$ cat src/rtl/smemPkg.sv
package smemPkg;
  localparam int HLD_W = 4;
  localparam int SET_W = 4;
  localparam int DST_W = 8;
  localparam int TRN_W = 4;
  localparam int CNT_W = 8;

  typedef struct packed {
    logic [HLD_W-1:0] addHld;
    logic [SET_W-1:0] addSet;
    logic [DST_W-1:0] dataSt;
    logic [TRN_W-1:0] turn;
  } timing_t;

  localparam int TIMING_W = $bits(timing_t);

  typedef enum logic [2:0] {
    PH_IDLE, PH_GAP, PH_ADDR, PH_HOLD, PH_DATA, PH_REL, PH_TURN, PH_ACK
  } phase_e;

  typedef struct packed {
    logic loadReq;
    logic capture;
    logic selCs;
    logic selOe;
    logic selWe;
    logic drvData;
  } strobe_t;
endpackage

$ cat src/rtl/smemDecode.sv
module smemDecode #(
  parameter int          ADDR_W    = 24,
  parameter int          NUM_BANKS = 4,
  parameter int          WIN_BITS  = 28,
  parameter logic [31:0] WIN_BASE  = 32'h6000_0000,
  localparam int         BANK_BITS = $clog2(NUM_BANKS),
  localparam int         REG_BITS  = WIN_BITS - BANK_BITS
) (
  input  logic [31:0]          reqAddr,
  output logic                 hit,
  output logic [BANK_BITS-1:0] bankSel
);
  logic inWindow;
  logic aligned;
  logic inReach;

  assign inWindow = (reqAddr[31:WIN_BITS] == WIN_BASE[31:WIN_BITS]);
  assign aligned  = (reqAddr[0] == 1'b0);
  assign bankSel  = reqAddr[WIN_BITS-1 -: BANK_BITS];

  // Region bits above the device address reach must be zero.
  generate
    if (REG_BITS > ADDR_W + 1) begin : g_reach
      assign inReach = (reqAddr[REG_BITS-1:ADDR_W+1] == '0);
    end else begin : g_full
      assign inReach = 1'b1;
    end
  endgenerate

  assign hit = inWindow && aligned && inReach;
endmodule

$ cat src/rtl/smemCtrl.sv
module smemCtrl
  import smemPkg::*;
#(
  parameter int  NUM_BANKS = 4,
  localparam int BANK_BITS = $clog2(NUM_BANKS)
) (
  input  logic                          clk,
  input  logic                          rstN,
  input  logic                          reqValid,
  input  logic                          reqWrite,
  input  logic                          hit,
  input  logic [BANK_BITS-1:0]          bankSel,
  input  timing_t [NUM_BANKS-1:0]       rdTiming,
  input  timing_t [NUM_BANKS-1:0]       wrTiming,
  input  logic [NUM_BANKS-1:0]          extEn,
  input  logic [NUM_BANKS-1:0]          holdRd,
  input  logic [NUM_BANKS-1:0]          holdWr,
  input  logic [NUM_BANKS-1:0]          wrEn,
  output strobe_t                       strobe,
  output logic                          reqReady
);
  phase_e               phase;
  logic [CNT_W-1:0]     cnt;
  timing_t              curT;
  logic                 curHold;
  logic                 curWrite;
  logic [BANK_BITS-1:0] curBank;
  logic                 lastValid;
  logic                 lastWrite;
  logic [BANK_BITS-1:0] lastBank;

  logic    selExt;
  timing_t selT;
  logic    selHold;
  logic    allowed;
  logic    gapNeed;
  logic    cntZero;

  function automatic logic [CNT_W-1:0] lenM1(input logic [CNT_W-1:0] v);
    return (v == '0) ? '0 : v - 1'b1;
  endfunction

  assign selExt  = extEn[bankSel];
  assign selT    = (reqWrite && selExt) ? wrTiming[bankSel] : rdTiming[bankSel];
  assign selHold = selExt && (reqWrite ? holdWr[bankSel] : holdRd[bankSel]);
  assign allowed = hit && (!reqWrite || wrEn[bankSel]);
  assign gapNeed = lastValid &&
                   !(lastWrite && reqWrite && (lastBank == bankSel) && !selExt);
  assign cntZero = (cnt == '0);

  always_ff @(posedge clk or negedge rstN) begin
    if (!rstN) begin
      phase     <= PH_IDLE;
      cnt       <= '0;
      curT      <= '0;
      curHold   <= 1'b0;
      curWrite  <= 1'b0;
      curBank   <= '0;
      lastValid <= 1'b0;
      lastWrite <= 1'b0;
      lastBank  <= '0;
    end else begin
      unique case (phase)
        PH_IDLE: if (reqValid) begin
          curT     <= selT;
          curHold  <= selHold;
          curWrite <= reqWrite;
          curBank  <= bankSel;
          if (!allowed) begin
            phase <= PH_ACK;
          end else if (gapNeed) begin
            phase <= PH_GAP;
          end else begin
            phase <= PH_ADDR;
            cnt   <= lenM1(CNT_W'(selT.addSet));
          end
        end
        PH_GAP: begin
          phase <= PH_ADDR;
          cnt   <= lenM1(CNT_W'(curT.addSet));
        end
        PH_ADDR: begin
          if (!cntZero) begin
            cnt <= cnt - 1'b1;
          end else if (curHold) begin
            phase <= PH_HOLD;
            cnt   <= lenM1(CNT_W'(curT.addHld));
          end else begin
            phase <= PH_DATA;
            cnt   <= lenM1(CNT_W'(curT.dataSt));
          end
        end
        PH_HOLD: begin
          if (!cntZero) begin
            cnt <= cnt - 1'b1;
          end else begin
            phase <= PH_DATA;
            cnt   <= lenM1(CNT_W'(curT.dataSt));
          end
        end
        PH_DATA: begin
          if (!cntZero) cnt <= cnt - 1'b1;
          else          phase <= PH_REL;
        end
        PH_REL: begin
          lastValid <= 1'b1;
          lastWrite <= curWrite;
          lastBank  <= curBank;
          if (curT.turn == '0) begin
            phase <= PH_ACK;
          end else begin
            phase <= PH_TURN;
            cnt   <= CNT_W'(curT.turn) - 1'b1;
          end
        end
        PH_TURN: begin
          if (!cntZero) cnt <= cnt - 1'b1;
          else          phase <= PH_ACK;
        end
        PH_ACK:  phase <= PH_IDLE;
        default: phase <= PH_IDLE;
      endcase
    end
  end

  always_comb begin
    strobe         = '0;
    strobe.loadReq = (phase == PH_IDLE) && reqValid;
    strobe.capture = (phase == PH_DATA) && cntZero && !curWrite;
    strobe.selCs   = (phase == PH_ADDR) || (phase == PH_HOLD) || (phase == PH_DATA);
    strobe.selOe   = (phase == PH_DATA) && !curWrite;
    strobe.selWe   = (phase == PH_DATA) && curWrite;
    strobe.drvData = curWrite && (strobe.selCs || (phase == PH_REL));
  end

  assign reqReady = (phase == PH_ACK);
endmodule

$ cat src/rtl/smemDatapath.sv
module smemDatapath
  import smemPkg::*;
#(
  parameter int  ADDR_W    = 24,
  parameter int  DATA_W    = 16,
  parameter int  NUM_BANKS = 4,
  localparam int BANK_BITS = $clog2(NUM_BANKS)
) (
  input  logic                 clk,
  input  logic                 rstN,
  input  strobe_t              strobe,
  input  logic [ADDR_W-1:0]    reqHalfAddr,
  input  logic [DATA_W-1:0]    reqWdata,
  input  logic [BANK_BITS-1:0] bankSel,
  input  logic [DATA_W-1:0]    memDin,
  output logic [NUM_BANKS-1:0] memCsN,
  output logic                 memOeN,
  output logic                 memWeN,
  output logic [ADDR_W-1:0]    memAddr,
  output logic [DATA_W-1:0]    memDout,
  output logic                 memDoe,
  output logic [DATA_W-1:0]    rspRdata
);
  logic [ADDR_W-1:0]    addrReg;
  logic [DATA_W-1:0]    wdataReg;
  logic [DATA_W-1:0]    rdataReg;
  logic [BANK_BITS-1:0] bankReg;

  always_ff @(posedge clk or negedge rstN) begin
    if (!rstN) begin
      addrReg  <= '0;
      wdataReg <= '0;
      rdataReg <= '0;
      bankReg  <= '0;
    end else begin
      if (strobe.loadReq) begin
        addrReg  <= reqHalfAddr;
        wdataReg <= reqWdata;
        bankReg  <= bankSel;
        rdataReg <= '0;
      end else if (strobe.capture) begin
        rdataReg <= memDin;
      end
    end
  end

  generate
    for (genvar b = 0; b < NUM_BANKS; b++) begin : g_cs
      assign memCsN[b] = !(strobe.selCs && (bankReg == BANK_BITS'(b)));
    end
  endgenerate

  assign memOeN   = !strobe.selOe;
  assign memWeN   = !strobe.selWe;
  assign memAddr  = addrReg;
  assign memDout  = wdataReg;
  assign memDoe   = strobe.drvData;
  assign rspRdata = rdataReg;
endmodule

$ cat src/rtl/smemBusCtrl.sv
module smemBusCtrl
  import smemPkg::*;
#(
  parameter int  ADDR_W    = 24,
  parameter int  DATA_W    = 16,
  parameter int  NUM_BANKS = 4,
  localparam int BANK_BITS = $clog2(NUM_BANKS),
  localparam int CFG_W     = NUM_BANKS * TIMING_W
) (
  input  logic                 clk,
  input  logic                 rstN,
  input  logic                 reqValid,
  input  logic                 reqWrite,
  input  logic [31:0]          reqAddr,
  input  logic [DATA_W-1:0]    reqWdata,
  output logic                 reqReady,
  output logic [DATA_W-1:0]    rspRdata,
  input  logic [CFG_W-1:0]     cfgRdTiming,
  input  logic [CFG_W-1:0]     cfgWrTiming,
  input  logic [NUM_BANKS-1:0] cfgExtEn,
  input  logic [NUM_BANKS-1:0] cfgHoldRd,
  input  logic [NUM_BANKS-1:0] cfgHoldWr,
  input  logic [NUM_BANKS-1:0] cfgWrEn,
  output logic [NUM_BANKS-1:0] memCsN,
  output logic                 memOeN,
  output logic                 memWeN,
  output logic [ADDR_W-1:0]    memAddr,
  output logic [DATA_W-1:0]    memDout,
  output logic                 memDoe,
  input  logic [DATA_W-1:0]    memDin
);
  timing_t [NUM_BANKS-1:0] rdT;
  timing_t [NUM_BANKS-1:0] wrT;
  logic                    hit;
  logic [BANK_BITS-1:0]    bankSel;
  strobe_t                 strobe;

  generate
    for (genvar b = 0; b < NUM_BANKS; b++) begin : g_cfg
      assign rdT[b] = cfgRdTiming[b*TIMING_W +: TIMING_W];
      assign wrT[b] = cfgWrTiming[b*TIMING_W +: TIMING_W];
    end
  endgenerate

  smemDecode #(.ADDR_W(ADDR_W), .NUM_BANKS(NUM_BANKS)) decode_i (
    .reqAddr (reqAddr),
    .hit     (hit),
    .bankSel (bankSel)
  );

  smemCtrl #(.NUM_BANKS(NUM_BANKS)) ctrl_i (
    .clk      (clk),
    .rstN     (rstN),
    .reqValid (reqValid),
    .reqWrite (reqWrite),
    .hit      (hit),
    .bankSel  (bankSel),
    .rdTiming (rdT),
    .wrTiming (wrT),
    .extEn    (cfgExtEn),
    .holdRd   (cfgHoldRd),
    .holdWr   (cfgHoldWr),
    .wrEn     (cfgWrEn),
    .strobe   (strobe),
    .reqReady (reqReady)
  );

  smemDatapath #(.ADDR_W(ADDR_W), .DATA_W(DATA_W), .NUM_BANKS(NUM_BANKS)) dp_i (
    .clk         (clk),
    .rstN        (rstN),
    .strobe      (strobe),
    .reqHalfAddr (reqAddr[ADDR_W:1]),
    .reqWdata    (reqWdata),
    .bankSel     (bankSel),
    .memDin      (memDin),
    .memCsN      (memCsN),
    .memOeN      (memOeN),
    .memWeN      (memWeN),
    .memAddr     (memAddr),
    .memDout     (memDout),
    .memDoe      (memDoe),
    .rspRdata    (rspRdata)
  );
endmodule

$ cat config.mk
export PLATFORM = sky130hd
export DESIGN_NAME = smemBusCtrl
export DESIGN_NICKNAME = d
export VERILOG_FILES = /design/src/rtl/smemPkg.sv /design/src/rtl/smemDecode.sv /design/src/rtl/smemCtrl.sv /design/src/rtl/smemDatapath.sv /design/src/rtl/smemBusCtrl.sv
export SDC_FILE = /design/constraint.sdc
export NUM_CORES = 1
export LEC_CHECK = 0
export ABC_AREA = 1
export BUFFER_PORTS_ARGS = -buffer_cell sky130_fd_sc_hd__buf_2
export CAP_MARGIN = 30
export CORE_ASPECT_RATIO = 0.7
export CORE_UTILIZATION = 51
export CTS_CLUSTER_SIZE = 25
export DETAILED_ROUTE_END_ITERATION = 12
export PLACE_DENSITY = 0.9
export SYNTH_ARGS = -nofsm -noshare
export SYNTH_HDL_FRONTEND = slang
export SYNTH_SLANG_ARGS = --single-unit
$ cat constraint.sdc
create_clock -name clk -period 2.54 [get_ports clk]
set_input_delay 0.254 -clock clk [delete_from_list [all_inputs] [get_ports clk]]
set_output_delay 0.254 -clock clk [all_outputs]
set_load 0.02 [all_outputs]
==> flow_metrics.py, run 1 <==
metrics = {
    "yosys": {
        "async_flop_share_pct": 100,
        "yosysTopAreaCellShare_pct": 37.6,
        "syn_nets": 1166,
        "yosysWarnings": 0,
        "syn_area_per_cell_um2": 6.91,
        "synth_area_leaders": "dfrtp_1 (38%), nand2_1 (16%), o21ai_0 (8.9%), nor2_1 (6.0%), nand3_1 (5.5%)",
        "synth_cells": 915,
        "ys_ff_latch": 95,
        "synth_edf_count": 0,
        "synth_top_cell_by_area": "dfrtp_1",
        "synth-main-ff-cell": "dfrtp_1",
        "yosysUniqueCellTypes": 37,
        "syn_area_mm2": 0.00632,
        "synth_seq_area_share_pct": 37.6,
    },
    "worst_hold_path": {
        "worstHoldEndpoint": "dp_i.memAddr[8]",
        "whs_path_depth": 3,
        "hp-class": "in -> reg",
        "hp-start": "reqAddr[9]",
    },
    "timing": {
        "rsz0062_at_grt": "false",
        "setup_viol": 0,
        "clock_skew_ns": 0.00910,
        "post-route-period-util_pct": 80.4,
        "setup_tns_ns": 0,
        "period_minus_slack_ns": 2.04,
        "tightest_slew_ns": 0.638,
        "hold_viol_final": 0,
        "fin_ws_ns": 0.497,
        "slew_headroom_pct": 57.4,
        "slew_viol_final": 0,
        "fmax_mhz": 489,
    },
    "critical_path": {
        "arrival_ns": 2.25,
        "worstSetupStartpointType": "flip-flop",
        "crit_family": "simple AND/OR/NAND/NOR gates",
        "cp_max_fo": 14,
        "worst-path-buf-inv": 3,
        "worst-r2r-setup-slack_ns": 0.50,
        "worstSetupEndpointType": "flip-flop",
        "reg2reg_depth": 11,
        "criticalPathCategory": "reg -> reg",
        "critPathSlowestCell": "dfrtp_1",
        "r2r_end": "ctrl_i.cnt[1]",
        "crit_required_ns": 2.75,
        "cp_cell_sequence": "inv_1 -> ha_1 -> nand3_1 -> nor2_4 -> inv_2 -> nor2_1 -> nor2_1 -> nand3_2 -> inv_1 -> nand2_1 -> o21ai_0",
        "slowest_delay_ns": 0.38,
        "r2r-start": "ctrl_i.cnt[0]",
    },
    "global_routing": {
        "antenna_found_initial": 1,
        "grt_pass1_wl_um": 30300,
        "gr-total-overflow": 0,
        "grt_pass1_vias": 6451,
        "grt_use_total_pct": 29.8,
        "grt_max_degree": 79,
    },
    "power": {
        "leakage_nw": 4.44,
        "swShare_pct": 29.1,
        "p_int_w": 0.00257,
        "max-vdd-ir-drop_mv": 0.348,
        "clkPwrFrac_pct": 34.1,
        "power-per-cell-area_mw_per_mm2": 443,
        "power_switching_w": 0.00105,
        "power_frac_comb_pct": 20.7,
        "power.sequential.fraction_pct": 45.3,
        "power_w": 0.00362,
    },
    "place": {
        "gp_congestion": 0.954,
        "pre_cts_ws_ns": 0.489,
        "dpl.hpwl_um": 15100,
        "postPlaceCellArea_mm2": 0.00790,
        "place_inst": 1338,
        "port_buffers": 307,
    },
    "cts": {
        "ctsHoldBuffers": 1,
        "post_cts_buffers": 0,
        "clk_pin_slew_ns": 0.07,
        "cts.sinks": 95,
        "numCtsBuffers": 9,
        "clock_path_buffers": 2,
        "post_cts_resize_count": 0,
        "clk_latency_ns": 0.33,
        "cts_htree_levels": 3,
        "tritoncts": "done",
        "cts_root_buf": "clkbuf_16",
    },
    "die": {
        "start_util_pct": 53.2,
        "rows": 33,
        "die_area_mm2": 0.0129,
        "ios": 308,
        "coreArea_mm2": 0.0119,
        "die_x_um": 135,
        "die_y_um": 95.2,
    },
    "detailed_routing": {
        "post_drt_wl_per_cell_um": 14.4,
        "drc": 0,
        "vias_per_cell": 5.32,
        "wirelength_um": 19500,
        "dr.pass1.iters": 5,
        "ant_nets": 0,
        "via_count": 7215,
        "drtIter0Drc": 533,
    },
    "final_layout": {
        "nets": 1444,
        "multi_input_area_mm2": 0.00336,
        "syn_to_final_growth_pct": 29.5,
        "fillers": 1071,
        "drive_above_1_share_pct": 31.1,
        "finalNonFillerCells": 1356,
        "regArea_mm2": 0.00238,
        "final_area_mm2": 0.00819,
    },
    "job": {
        "cap_violations": 0,
    },
    "outcome": {
        "status": "completed",
    },
}
==> placed cells by master (no fill, tap or decap), types with 2 or more instances in the layout <==
cell | netlist | layout
inv_2 | 10 | 10
nand3_1 | 69 | 69
nor3_1 | 3 | 3
clkinv_4 | 0 | 2
nand2_2 | 7 | 7
dfrtp_1 | 95 | 95
nand2_1 | 266 | 266
clkbuf_16 | 0 | 9
a21oi_1 | 10 | 10
buf_4 | 6 | 9
a21boi_1 | 2 | 2
inv_1 | 72 | 72
nor2_2 | 2 | 2
nand3_2 | 7 | 7
clkinvlp_4 | 0 | 2
ha_1 | 7 | 7
o21ai_0 | 113 | 113
a21oi_2 | 2 | 2
buf_12 | 0 | 3
o211ai_1 | 21 | 21
or2_2 | 2 | 2
nor2_1 | 101 | 101
buf_2 | 20 | 306
xor2_1 | 12 | 12
nor2_4 | 5 | 5
a21boi_2 | 2 | 2
nand4_1 | 7 | 7
a32o_1 | 2 | 2
o221ai_1 | 17 | 17
o21ai_1 | 3 | 3
o21a_1 | 2 | 2
o22ai_1 | 18 | 18
==> worst register-to-register path, stage by stage, from the launching register on <==
cell	delay, ns
dfrtp_1	0.38
inv_1	0.18
ha_1	0.20
nand3_1	0.13
nor2_4	0.25
inv_2	0.12
nor2_1	0.11
nor2_1	0.07
nand3_2	0.22
inv_1	0.13
nand2_1	0.09
o21ai_0	0.07
==> cells by family (layout without fill, tap and decap cells) <==
kind of cell	count (synthesis)	in the layout	share of synthesized area (%)
AO/OA/AOI/OAI	194	194	18.3
XOR/XNOR	12	12	1.66
adder cells (fa/ha/maj)	7	7	1.38
buffers and inverters	134	417	9.30
flip-flops	95	95	37.6
other	0	1	0
AND/OR/NAND/NOR	473	473	31.8
==> routing by layer <==
metal / up-vias / GRT usage (%) / wire length [um]
li1: 3558 / - / -
met1: 3315 / 39.1 / 8270
met2: 312 / 50.1 / 9460
met3: 30 / 5.79 / 1410
met4: 0 / 9.27 / 328
met5: - / 0 / 0
==> worst max path at each step <==
stage / startpoint / end / cells after the start
4_1_cts: ctrl_i.cnt[0] / ctrl_i.cnt[1] / 11
6_report: ctrl_i.cnt[0] / ctrl_i.cnt[1] / 11
5_1_grt: ctrl_i.cnt[0] / ctrl_i.cnt[3] / 11
3_5_place_dp: reqAddr[26] / ctrl_i.cnt[0] / 12
2_1_floorplan: ctrl_i.cnt[0] / ctrl_i.cnt[0] / 11
3_3_place_gp: reqAddr[26] / ctrl_i.cnt[0] / 12
==> cells in the mapped netlist (3+ instances only) <==
library cell  instances
buf_4                 6
o21ai_1               3
o22ai_1              18
nand4_1               7
clkbuf_1             16
o211ai_1             21
nor2_1              101
o21ai_0             113
inv_1                72
nand2_2               7
nor2_4                5
o221ai_1             17
buf_1                 5
buf_6                 5
ha_1                  7
nand3_2               7
nand3_1              69
nor3_1                3
dfrtp_1              95
xor2_1               12
buf_2                20
a21oi_1              10
inv_2                10
nand2_1             266
==> sequential cells by signal, indices dropped and copies added (netlist names) <==
signal,cells
ctrl_i.cnt,8
ctrl_i.curBank,1
ctrl_i.curHold,1
ctrl_i.curT,20
ctrl_i.curWrite,1
ctrl_i.lastBank,2
ctrl_i.lastValid,1
ctrl_i.lastWrite,1
ctrl_i.phase,3
dp_i.bankReg,1
dp_i.memAddr,24
dp_i.memDout,16
dp_i.rspRdata,16
==> through the flow <==
stage | hold slack [ns] | util [%]
final | 0.123 | 68.9
after global routing | 0.110 | 68.9
after CTS | 0.109 | 68.8
after detailed placement | 0.266 | 66.4
after global placement | 0.260 | 66.4
after floorplan | -0.0416 | -
==> power by group through the flow <==
stage	Combinational, W	Clock [W]	Sequential, W
6_report	0.000749	0.00123	0.00164
5_1_grt	0.000835	0.00132	0.00165
4_1_cts	0.000745	0.00127	0.00164
3_5_place_dp	0.000740	0	0.00167
3_3_place_gp	0.000724	0	0.00166
2_1_floorplan	0.000341	0	0.00172
==> final cells by class <==
type,instances,area share (%)
multi-input cells,686,41.0
clock buffers,10,2.80
flip-flops and latches,95,29.0
inverters,82,3.76
repair buffers,319,20.4
well taps,157,2.40
clock inverters,6,0.565
diodes,1,0.0306
No activity file was read; power rests on OpenSTA's default activity.
==> inputs of run 2 (changes only) <==
--- a/config.mk
+++ b/config.mk
@@ -9,10 +9,10 @@
 export BUFFER_PORTS_ARGS = -buffer_cell sky130_fd_sc_hd__buf_2
 export CAP_MARGIN = 30
 export CORE_ASPECT_RATIO = 0.7
-export CORE_UTILIZATION = 51
+export CORE_UTILIZATION = 47
 export CTS_CLUSTER_SIZE = 25
 export DETAILED_ROUTE_END_ITERATION = 12
-export PLACE_DENSITY = 0.9
+export PLACE_DENSITY = 0.84
 export SYNTH_ARGS = -nofsm -noshare
 export SYNTH_HDL_FRONTEND = slang
 export SYNTH_SLANG_ARGS = --single-unit
==> constraint.sdc (replaced) <==
create_clock -name clk -period 1.9 [get_ports clk]
set_input_delay 0.19 -clock clk [delete_from_list [all_inputs] [get_ports clk]]
set_output_delay 0.19 -clock clk [all_outputs]
set_load 0.02 [all_outputs]
==> run 2 against run 1 <==
Effect of this change: wire length rose by 3.4%; largest cell class unchanged; critical path type is now reg -> out; via count rose by 1.3%; register-to-register slack got worse by 0.36 ns; first-iteration DRC count fell by 3.4%; setup slack got worse by 0.38 ns; sequential power rose by 34%.
==> flow_metrics.py, run 2 (same netlist as run 1, synthesis figures left out) <==
metrics = {
    "critical_path": {
        "cp_max_fo": 6,
        "cp_cell_sequence": "nor2_1 -> nor2_1 -> o21ai_0 -> buf_2",
        "crit_required_ns": 1.71,
        "crit_path_frequent_cell": "nor2_1",
        "reg2reg_depth": 11,
        "slowest_delay_ns": 0.48,
        "arrival_ns": 1.59,
        "crit_family": "flip-flops",
        "worst-path-buf-inv": 1,
        "worstSetupStartpointType": "flip-flop",
        "worstSetupEndpointType": "primary output",
        "critPathSlowestCell": "dfrtp_1",
        "cp.depth": 4,
        "criticalPathCategory": "reg -> out",
    },
    "job": {
        "cap_violations": 0,
    },
    "detailed_routing": {
        "drc": 0,
        "post_drt_wl_per_cell_um": 14.6,
        "vias_per_cell": 5.29,
        "drtIter0Drc": 515,
        "dr.pass1.iters": 5,
        "via_count": 7309,
        "wirelength_um": 20100,
        "ant_nets": 0,
    },
    "die": {
        "die_x_um": 141,
        "rows": 35,
        "coreArea_mm2": 0.0131,
        "ios": 308,
        "die_area_mm2": 0.0139,
        "start_util_pct": 48.1,
        "die_y_um": 99.1,
    },
    "timing": {
        "setup_tns_ns": 0,
        "slew_viol_final": 0,
        "clock_skew_ns": 0.00691,
        "hold_viol_final": 0,
        "slew_headroom_pct": 64.9,
        "setup_viol": 0,
        "period_minus_slack_ns": 1.78,
        "fmax_mhz": 561,
        "post-route-period-util_pct": 93.8,
        "tightest_slew_ns": 0.526,
    },
    "global_routing": {
        "use_met3_pct": 5.69,
        "grt_max_degree": 70,
        "grt_use_total_pct": 28.4,
        "grt_pass1_wl_um": 31600,
        "use_met1_pct": 38.2,
        "gr-total-overflow": 0,
        "grt_pass1_vias": 6584,
        "gr-max-usage-layer": "met2",
        "met2_usage_pct": 46.6,
        "antenna_found_initial": 2,
    },
    "cts": {
        "cts_root_buf": "clkbuf_16",
        "clk_latency_ns": 0.33,
        "numCtsBuffers": 9,
        "clock_path_buffers": 2,
        "clk_pin_slew_ns": 0.07,
        "cts.sinks": 95,
        "tritoncts": "done",
        "cts_htree_levels": 3,
    },
    "final_layout": {
        "multi_input_area_mm2": 0.00341,
        "regArea_mm2": 0.00238,
        "finalNonFillerCells": 1382,
        "nets": 1460,
        "largest_reg_flops": 24,
        "final_common_cell": "buf_2",
        "fillers": 1195,
        "final_cell_mix": "buf_2 (306), nand2_1 (265), o21ai_0 (113), nor2_1 (96), dfrtp_1 (95)",
        "syn_to_final_growth_pct": 33.8,
        "drive_above_1_share_pct": 32.5,
    },
    "power": {
        "max-vdd-ir-drop_mv": 0.439,
        "power_w": 0.00514,
        "power-per-cell-area_mw_per_mm2": 608,
        "leakage_nw": 4.57,
    },
    "worst_hold_path": {
        "whs_path_depth": 3,
        "hp-class": "in -> reg",
    },
    "place": {
        "gp_congestion": 0.973,
        "port_buffers": 307,
        "place_inst": 1361,
        "dpl.hpwl_um": 15600,
    },
    "outcome": {
        "status": "completed",
    },
}
## run 2: area by class of cell
class	instances	share of cell area, %
diodes	2	0.0591
clock buffers	10	2.71
clock inverters	6	1.08
inverters	82	3.64
multi-input cells	687	40.3
flip-flops and latches	95	28.1
well taps	166	2.45
repair buffers	334	21.6
## run 2: layer usage
| metal | share of wire [%] | vias to the layer above |
|---|---|---|
| met4 | 1.9 | 0 |
| met3 | 6.3 | 28 |
| met1 | 44 | 3404 |
| met5 | 0 | - |
| met2 | 48 | 283 |
| li1 | - | 3594 |
## run 2: final timing paths
| path | end | slack (ns) | start |
|---|---|---|---|
| max | memDoe | 0.12 | ctrl_i.phase[2] |
| min | dp_i.memDout[1] | 0.06 | reqWdata[1] |
| max reg2reg | ctrl_i.cnt[1] | 0.14 | ctrl_i.cnt[0] |
| min reg2reg | dp_i.memAddr[18] | 0.47 | dp_i.memAddr[18] |
| max in group asynchronous | ctrl_i.curT[2] | 0.97 | rstN |
| min in group asynchronous | dp_i.memAddr[5] | 0.37 | rstN |
## run 2: what timing repair did
| item | 4_1_cts | 5_1_grt |
|---|---|---|
| resized for setup | 0 | 12 |
| hold buffers | 1 | 0 |
| endpoints found under the hold margin | 37 | 0 |
| setup endpoints to repair | 0 | 26 |
| buffers inserted | 0 | 1 |
## run 2: worst register-to-register path, cell delays in order, from the launching register on
cell     delay (ns)
dfrtp_1        0.36
inv_1          0.06
ha_1           0.19
nand3_1        0.12
nor2_4         0.06
inv_2          0.14
nor2_1         0.07
nor2_2         0.20
nand3_4        0.15
inv_1          0.13
nand2_1        0.06
o21ai_0        0.14
## run 2: stage by stage
| stage | hold slack [ns] | utilization (%) | setup slack (ns) | area, um2 |
|---|---|---|---|---|
| 6_report | 0.0567 | 64.4 | 0.117 | 8460 |
| 5_1_grt | 0.0485 | 64.4 | -0.0233 | 8460 |
| 4_1_cts | 0.0450 | 63.9 | 0.0589 | 8400 |
| 3_5_place_dp | 0.201 | 61.4 | 0.0282 | 8070 |
| 3_3_place_gp | 0.200 | 61.4 | 0.123 | 8070 |
| 2_1_floorplan | -0.106 | - | 0.182 | 6320 |
## run 2: report_power, final
part	switching, W	leakage, nW	internal (W)
sequential	0.0000685	1.17	0.00213
clock	0.000761	0.157	0.00116
combinational	0.000586	3.25	0.000439
total	0.00142	4.57	0.00373
==> inputs of run 3 (changes only) <==
--- a/config.mk
+++ b/config.mk
@@ -8,11 +8,14 @@
 export ABC_AREA = 1
 export BUFFER_PORTS_ARGS = -buffer_cell sky130_fd_sc_hd__buf_2
 export CAP_MARGIN = 30
+export CELL_PAD_IN_SITES_DETAIL_PLACEMENT = 1
+export CELL_PAD_IN_SITES_GLOBAL_PLACEMENT = 2
 export CORE_ASPECT_RATIO = 0.7
-export CORE_UTILIZATION = 47
+export CORE_UTILIZATION = 24
 export CTS_CLUSTER_SIZE = 25
 export DETAILED_ROUTE_END_ITERATION = 12
-export PLACE_DENSITY = 0.84
+export PLACE_DENSITY = 0.85
+export SLEW_MARGIN = 20
 export SYNTH_ARGS = -nofsm -noshare
 export SYNTH_HDL_FRONTEND = slang
 export SYNTH_SLANG_ARGS = --single-unit
==> run 3 against run 2 <==
Effect of this change: design area increased by 3.3%; count of clock-buffer cells in the layout stayed put; fmax shrank 1.8%; setup slack worse by 0.032 ns; critical path depth rose by 3; hold slack lost 0.025 ns; core utilization fell by 30 points; critical endpoint unchanged.
==> flow_metrics.py, run 3 (same netlist as run 1, synthesis figures left out) <==
metrics = {
    "timing": {
        "clock_skew_ns": 0.00594,
        "hold_viol_final": 0,
        "tightest_slew_ns": 0.571,
        "fmax_mhz": 551,
        "hold_slack_ns": 0.0314,
        "rsz0062_at_grt": "true",
        "post-route-period-util_pct": 95.5,
        "period_minus_slack_ns": 1.82,
        "slew_viol_final": 0,
        "setup_viol": 0,
        "setup_tns_ns": 0,
        "slew_headroom_pct": 61.9,
    },
    "die": {
        "coreArea_mm2": 0.0257,
        "rows": 49,
        "die_y_um": 138,
        "die_area_mm2": 0.0270,
        "die_x_um": 196,
        "start_util_pct": 24.6,
        "ios": 308,
    },
    "final_layout": {
        "nets": 1477,
        "final_cell_mix": "buf_2 (306), nand2_1 (264), o21ai_0 (112), nor2_1 (94), dfrtp_1 (94)",
        "multi_input_area_mm2": 0.00341,
        "final_common_cell": "buf_2",
        "regArea_mm2": 0.00238,
        "drive_above_1_share_pct": 33.8,
        "largest_reg_flops": 24,
        "fillers": 3305,
        "syn_to_final_growth_pct": 38.2,
        "n_antenna_cell": 0,
        "utilization_pct": 33.9,
    },
    "critical_path": {
        "worstSetupStartpointType": "flip-flop",
        "crit_required_ns": 1.71,
        "slowest_delay_ns": 0.39,
        "arrival_ns": 1.63,
        "cp_max_fo": 5,
        "worstSetupEndpointType": "primary output",
        "criticalPathCategory": "reg -> out",
        "worst-path-buf-inv": 3,
        "critPathSlowestCell": "dfrtp_1",
        "crit_family": "buffers and inverters",
        "cp_cell_sequence": "inv_2 -> nand2_2 -> nor2_4 -> buf_4 -> nand2_1 -> o21ai_1 -> buf_2",
    },
    "cts": {
        "numCtsBuffers": 9,
        "tritoncts": "done",
        "clk_latency_ns": 0.35,
        "clock_path_buffers": 2,
        "cts_root_buf": "clkbuf_16",
        "clk_pin_slew_ns": 0.07,
        "cts.sinks": 95,
        "cts_htree_levels": 3,
    },
    "outcome": {
        "status": "completed",
    },
    "detailed_routing": {
        "drc": 0,
        "drtIter0Drc": 268,
        "post_drt_wl_per_cell_um": 15.9,
        "dr.pass1.iters": 4,
        "vias_per_cell": 4.63,
        "ant_nets": 0,
        "wirelength_um": 24900,
        "via_count": 7228,
    },
    "power": {
        "p_int_w": 0.00348,
        "max-vdd-ir-drop_mv": 0.388,
        "power.sequential.fraction_pct": 44.0,
        "power-per-cell-area_mw_per_mm2": 570,
        "power_switching_w": 0.00150,
        "leakage_nw": 4.62,
        "clkPwrFrac_pct": 34.8,
        "swShare_pct": 30.2,
        "power_frac_comb_pct": 21.2,
    },
    "global_routing": {
        "grt_use_total_pct": 18.5,
        "grt_max_degree": 78,
        "grt_pass1_vias": 7451,
        "gr-total-overflow": 0,
        "grt_pass1_wl_um": 39400,
        "antenna_found_initial": 0,
    },
    "place": {
        "port_buffers": 307,
        "dpl.hpwl_um": 19900,
        "gp_congestion": 0.857,
    },
    "worst_hold_path": {
        "hp-class": "in -> reg",
    },
    "job": {
        "cap_violations": 0,
    },
}
## run 3: cell count changes in the layout (fill, tap and decap cells not counted), sizes merged
cell,delta
diode,-2
clkinvlp,+2
nand3,-1
inv,-1
buf,+18
bufinv,-2
## run 3: worst min-delay path, stage by stage
cell     delay (ns)
buf_2          0.07
nand2_1        0.04
nand2_1        0.05
## run 3: metal layers
layer	part of all wire [%]	vias to the layer above	track usage, %
met4	0.64	0	3.26
met3	5.5	10	4.16
li1	-	3621	-
met2	46	169	29.7
met1	48	3428	25.7
met5	0	-	0
## run 3: repair_timing
item	4_1_cts	5_1_grt
hold buffers	1	0
endpoints found under the hold margin	37	0
setup endpoints to repair	5	27
gates cloned	0	0
buffers inserted	0	4
pin swaps	0	4
gates resized for setup	1	16
## run 3: final timing paths
kind | endpoint | slack, ns | startpoint | depth (start not counted)
setup / recovery | memDoe | 0.08 | ctrl_i.phase[1] | 7
hold / removal | dp_i.memAddr[9] | 0.03 | reqAddr[10] | 3
setup reg to reg | ctrl_i.cnt[0] | 0.11 | ctrl_i.cnt[1] | 10
hold reg to reg | dp_i.memAddr[14] | 0.47 | dp_i.memAddr[14] | 2
max in group asynchronous | ctrl_i.curT[16] | 0.88 | rstN | 3
min in group asynchronous | dp_i.memAddr[10] | 0.36 | rstN | 2
## run 3: area by class of cell
type                       instances  area share [%]
clock buffer                      10            2.73
timing repair buffer             352            22.4
clock inverter                     5           0.387
tap                              331            4.74
inverter                          82            3.52
sequential                        95            27.2
multi-input combinational        686            39.0
## run 3: power groups by stage
stage               registers, W  clock network, W  logic [W]
finish                   0.00219           0.00173    0.00106
global route             0.00221           0.00189    0.00119
CTS                      0.00219           0.00182    0.00107
detailed placement       0.00223                 0    0.00106
global placement         0.00223                 0    0.00104
floorplan                0.00230                 0   0.000455
## run 3: metrics by stage
step	setup slack (ns)	total power (W)	instances	instance area [um2]
global route	-0.0132	0.00529	1561	8740
finish	0.0850	0.00498	1561	8740
CTS	0.00530	0.00508	1557	8660
floorplan	0.182	0.00275	915	6320
global placement	0.0561	0.00327	1541	8370
detailed placement	-0.0128	0.00330	1541	8370
